`config.mk`:
```
export PLATFORM = sky130hd
export DESIGN_NAME = duplex_hs_port
export DESIGN_NICKNAME = d
export VERILOG_FILES = /design/src/rtl/hs_port_pkg.sv /design/src/rtl/hs_out_side.sv /design/src/rtl/hs_in_side.sv /design/src/rtl/hs_irq_ctl.sv /design/src/rtl/duplex_hs_port.sv
export SDC_FILE = /design/constraint.sdc
export NUM_CORES = 1
export LEC_CHECK = 0
export ABC_AREA = 1
export BUFFER_PORTS_ARGS = -buffer_cell sky130_fd_sc_hd__buf_2
export CORE_MARGIN = 3
export CORE_UTILIZATION = 27
export DETAILED_ROUTE_END_ITERATION = 10
export HOLD_SLACK_MARGIN = 0.12
export PLACE_DENSITY = 0.54
export SETUP_SLACK_MARGIN = 0.02
export SYNTH_ARGS = -nofsm -noshare
export SYNTH_HDL_FRONTEND = slang
export SYNTH_SLANG_ARGS = --single-unit
```
`constraint.sdc`:
```
create_clock -name clk -period 1.1 [get_ports clk]
set_clock_uncertainty 0.15 [all_clocks]
set_input_delay 0.11 -clock clk [delete_from_list [all_inputs] [get_ports clk]]
set_output_delay 0.11 -clock clk [all_outputs]
set_load 0.05 [all_outputs]
```
`src/rtl/hs_port_pkg.sv`:
```
package hs_port_pkg;

    localparam int DATA_W    = 8;
    localparam int BSEL_W    = 3;
    localparam int STATUS_W  = 5;
    // control-port bit positions that own the interrupt enables
    localparam logic [BSEL_W-1:0] OUT_EN_SEL = 3'd6;
    localparam logic [BSEL_W-1:0] IN_EN_SEL  = 3'd4;

    typedef struct packed {
        logic valid;
        logic [BSEL_W-1:0] sel;
        logic val;
    } bitop_t;

    typedef struct packed {
        logic obf_n;
        logic out_en;
        logic ibf;
        logic in_en;
        logic intr;
    } hs_status_t;

    function automatic logic [STATUS_W-1:0] pack_status(hs_status_t s);
        return s;
    endfunction

endpackage

```
`src/rtl/hs_out_side.sv`:
```
module hs_out_side
    import hs_port_pkg::*;
#(
    parameter int W = DATA_W
) (
    input  logic         clk,
    input  logic         rst,
    input  logic         wr,
    input  logic [W-1:0] wdata,
    input  logic         ack_n,
    output logic [W-1:0] out_latch,
    output logic         obf_n,
    output logic         released
);
    always_ff @(posedge clk) begin
        if (rst) begin
            out_latch <= '0;
            obf_n     <= 1'b1;
            released  <= 1'b0;
        end else if (wr) begin
            out_latch <= wdata;
            obf_n     <= 1'b0;
            released  <= 1'b0;
        end else if (!ack_n && !obf_n) begin
            obf_n     <= 1'b1;
            released  <= 1'b1;
        end
    end
endmodule

```
`src/rtl/hs_in_side.sv`:
```
module hs_in_side
    import hs_port_pkg::*;
#(
    parameter int W = DATA_W
) (
    input  logic         clk,
    input  logic         rst,
    input  logic         stb_n,
    input  logic         rd,
    input  logic [W-1:0] pin,
    output logic [W-1:0] in_latch,
    output logic         ibf
);
    always_ff @(posedge clk) begin
        if (rst) begin
            in_latch <= '0;
            ibf      <= 1'b0;
        end else if (!stb_n) begin
            in_latch <= pin;
            ibf      <= 1'b1;
        end else if (rd) begin
            ibf      <= 1'b0;
        end
    end
endmodule

```
`src/rtl/hs_irq_ctl.sv`:
```
module hs_irq_ctl
    import hs_port_pkg::*;
(
    input  logic   clk,
    input  logic   rst,
    input  bitop_t bop,
    input  logic   ibf,
    input  logic   released,
    output logic   out_en,
    output logic   in_en,
    output logic   intr
);
    localparam int NSRC = 2;
    // source 0 = input direction, source 1 = output direction
    localparam logic [BSEL_W-1:0] SRC_SEL [NSRC] = '{IN_EN_SEL, OUT_EN_SEL};

    logic [NSRC-1:0] en_q;
    logic [NSRC-1:0] cond;

    assign cond = {released, ibf};

    for (genvar i = 0; i < NSRC; i++) begin : g_en
        always_ff @(posedge clk) begin
            if (rst)
                en_q[i] <= 1'b0;
            else if (bop.valid && bop.sel == SRC_SEL[i])
                en_q[i] <= bop.val;
        end
    end

    assign in_en  = en_q[0];
    assign out_en = en_q[1];
    assign intr   = |(en_q & cond);
endmodule

```
`src/rtl/duplex_hs_port.sv`:
```
module duplex_hs_port
    import hs_port_pkg::*;
(
    input  logic                clk,
    input  logic                rst,
    input  logic                host_wr,
    input  logic [DATA_W-1:0]   host_wdata,
    input  logic                host_rd,
    output logic [DATA_W-1:0]   host_rdata,
    input  logic                bitop_valid,
    input  logic [BSEL_W-1:0]   bitop_sel,
    input  logic                bitop_val,
    input  logic [DATA_W-1:0]   pad_in,
    output logic [DATA_W-1:0]   pad_out,
    output logic                pad_oe,
    input  logic                stb_n,
    input  logic                ack_n,
    output logic                obf_n,
    output logic                ibf,
    output logic                intr,
    output logic [STATUS_W-1:0] status
);
    logic       released;
    logic       out_en;
    logic       in_en;
    bitop_t     bop;
    hs_status_t st;

    assign bop = '{valid: bitop_valid, sel: bitop_sel, val: bitop_val};

    hs_out_side #(.W(DATA_W)) u_out (
        .clk      (clk),
        .rst      (rst),
        .wr       (host_wr),
        .wdata    (host_wdata),
        .ack_n    (ack_n),
        .out_latch(pad_out),
        .obf_n    (obf_n),
        .released (released)
    );

    hs_in_side #(.W(DATA_W)) u_in (
        .clk     (clk),
        .rst     (rst),
        .stb_n   (stb_n),
        .rd      (host_rd),
        .pin     (pad_in),
        .in_latch(host_rdata),
        .ibf     (ibf)
    );

    hs_irq_ctl u_irq (
        .clk     (clk),
        .rst     (rst),
        .bop     (bop),
        .ibf     (ibf),
        .released(released),
        .out_en  (out_en),
        .in_en   (in_en),
        .intr    (intr)
    );

    // pins are driven only during acknowledge
    assign pad_oe = ~ack_n;

    assign st     = '{obf_n: obf_n, out_en: out_en, ibf: ibf, in_en: in_en, intr: intr};
    assign status = pack_status(st);
endmodule

```
==> flow_metrics.tcl <==
set metrics [dict create \
    p_comb_share_pct 34.5 \
    gp_congestion 0.652 \
    slew_headroom_pct 80.7 \
    ant_nets 0 \
    drt_iter0_drc 30 \
    worst_slew_pin_slew_ps 290 \
    worst_slack_ps -206 \
    vias 942 \
    outcome "finished, violations left" \
    syn-num-nets 132 \
    yosys_warnings 0 \
    finalCriticalPeriod_ps 1310 \
    port_buffers 51 \
    grt_usage_pct 13.1 \
    hold_class "in -> reg" \
    numCtsBuffers 3 \
    p_sw_mw 0.615 \
    synth_area_leaders "dfxtp_1, nor2_1, nor2_2, o21ai_2, o21ai_1" \
    fin_crit_sh_pct 119 \
    wl_mm 2.62 \
    switching_share_pct 32.9 \
    synth.distinct_cells 17 \
    drc 0 \
    final_nets 214 \
    postPlaceCellArea_sq_um 1130 \
    core_sq_um 3080 \
    initial_core_util_pct 28.6 \
    clkSinkCount 21 \
    failed_checks "negative setup slack" \
    wl_per_cell_um 11.4 \
    critPathSlowestCell "dfxtp_2" \
    synth_top_area_share_pct 47.8 \
    ir_drop_uv 538 \
    cp-end-kind "output port" \
    syn_area_sq_um 880 \
    cp_max_fo 2 \
    critPathLaunchType "flip-flop" \
    crit_type "reg -> out" \
    dieWidth_um 63.1 \
    p_seq_share_pct 46.0 \
    p_int_mw 1.26 \
    fin_area_sq_um 1740 \
    synth_area_per_cell_sq_um 8.38 \
    fillCellCount 282 \
    grt_overflow_total 0 \
    pre_cts_slack_ps 64.0 \
    post_drt_via_cell_ratio 4.10 \
    antenna_found_initial 0 \
    grt_pass1_vias 908 \
    cp.required_ps 840 \
    die_h_um 63.1 \
    clock_path_buffers 2 \
    clock_latency_ps 290 \
    setup_viol 24 \
    cts.clk_slew.worst_paths_ps 120 \
    grt_max_degree 20 \
    netlist_instances 105 \
    rsz0062_at_grt "true" \
    ys_seq_area_share_pct 47.8 \
    grt_first_pass_wirelength_mm 4.15 \
    ys_ff_latch 21 \
    htree_levels 1 \
    slew_violations 0 \
    rows 20 \
    drt_pre_antenna_iters 4 \
    drv_cap 0 \
    diodes 0 \
    synth_area_leader_cell "dfxtp_1" \
    fmax_ghz 0.766 \
    layout_commonest_cell "nor2_1" \
    tritoncts "done" \
    root_buffer "clkbuf_4" \
    drive_gt1_share_pct 58.6 \
    ioPinCount 52 \
    final_cell_mix "nor2_1, buf_2, dlygate4sd3_1, buf_8, dfxtp_2" \
    pwr-share-clk_pct 19.5 \
    syn_to_final_growth_pct 97.6 \
    dp.final_hpwl_mm 1.54 \
    cpPeakStageDelay_ps 340 \
    r2r_slack_ps 110 \
    die_area_sq_um 3980 \
    p_leak_nw 0.812 \
    path_cells "a22o_4 > buf_6" \
    p_per_area_nw_per_um2 1080 \
    arrival_ps 1050 \
    hold_viol 0 \
]
[cell usage after synthesis, drive strengths merged]
cell   instances
buf            8
a22o           1
o21ai         17
inv            9
nor2          38
nand3          2
dfxtp         21
nor3           1
nand2          5
a21oi          3
[path summary, 6_finish.rpt]
path                                          to              from  cells past startpoint
worst max-delay path                        intr      u_irq.out_en                      2
worst min-delay path                u_irq.out_en      bitop_sel[0]                      5
worst max register to register    u_out.released       u_out.obf_n                      4
worst min register to register  u_in.in_latch[2]  u_in.in_latch[2]                      2
[critical path, delay by kind of cell (launching register included)]
kind | cells | cell delay [ps]
flops | 1 | 340
compound gates | 1 | 260
buf+inv | 1 | 150
[sequential cells by signal, summed over array words and instances, names as in the netlist]
name	count
u_in.in_latch	8
u_out.out_latch	8
u_in.ibf	1
u_irq.in_en	1
u_irq.out_en	1
u_out.obf_n	1
u_out.released	1
[cells by family (layout without fill, tap and decap cells)]
kind of cell           after synthesis  count (layout)  synth area share [%]
and+or+nand+nor                     46              46                  23.5
buffers and inverters               17              98                  13.4
AOI/OAI and AO/OA                   21              21                  15.4
DFF                                 21              21                  47.8
[routing by layer]
metal,up-vias,wire [um],GRT usage (%)
li1,493,-,-
met2,29,1410,23.1
met3,2,165,4.46
met5,-,0,0
met1,418,1030,14.5
met4,0,13,4.41
[cell type report]
cell class / count / area, sq um / share of cell area (%)
Timing Repair Buffer: 84 / 805 / 46.3
Timing Repair inverter: 1 / 5.00 / 0.288
Inverter: 9 / 43.8 / 2.52
Sequential cell: 21 / 453 / 26.1
Multi-Input combinational cell: 67 / 350 / 20.2
Clock buffer: 4 / 26.3 / 1.51
Tap cell: 44 / 55.1 / 3.17
[repair_timing]
action | 4_1_cts | 5_1_grt
hold endpoints to repair | 21 | 18
resized for setup | 79 | 18
cloned | 0 | 1
hold buffers | 22 | 1
endpoints found under the setup margin | 24 | 43
setup buffers | 7 | 4
[per-stage QoR]
step	TNS [ps]	power, mW	hold slack, ps	utilization, %	instances
6_report	-2050	1.87	4.33	56.5	230
2_1_floorplan	-58.1	1.19	19.4	-	105
3_3_place_gp	0	1.28	179	36.6	192
4_1_cts	-1620	1.84	8.30	53.5	225
3_5_place_dp	0	1.29	184	36.6	192
5_1_grt	-3600	1.96	14.1	56.5	230
[power by group through the flow]
| stage | sequential (mW) | combinational, mW | clock (mW) |
|---|---|---|---|
| final | 0.862 | 0.646 | 0.365 |
| after detailed placement | 0.855 | 0.434 | 0 |
| after global placement | 0.853 | 0.430 | 0 |
| after global routing | 0.869 | 0.682 | 0.413 |
| after floorplan | 1.01 | 0.177 | 0 |
| after CTS | 0.857 | 0.604 | 0.375 |
Power figures use the tool's default switching activity.
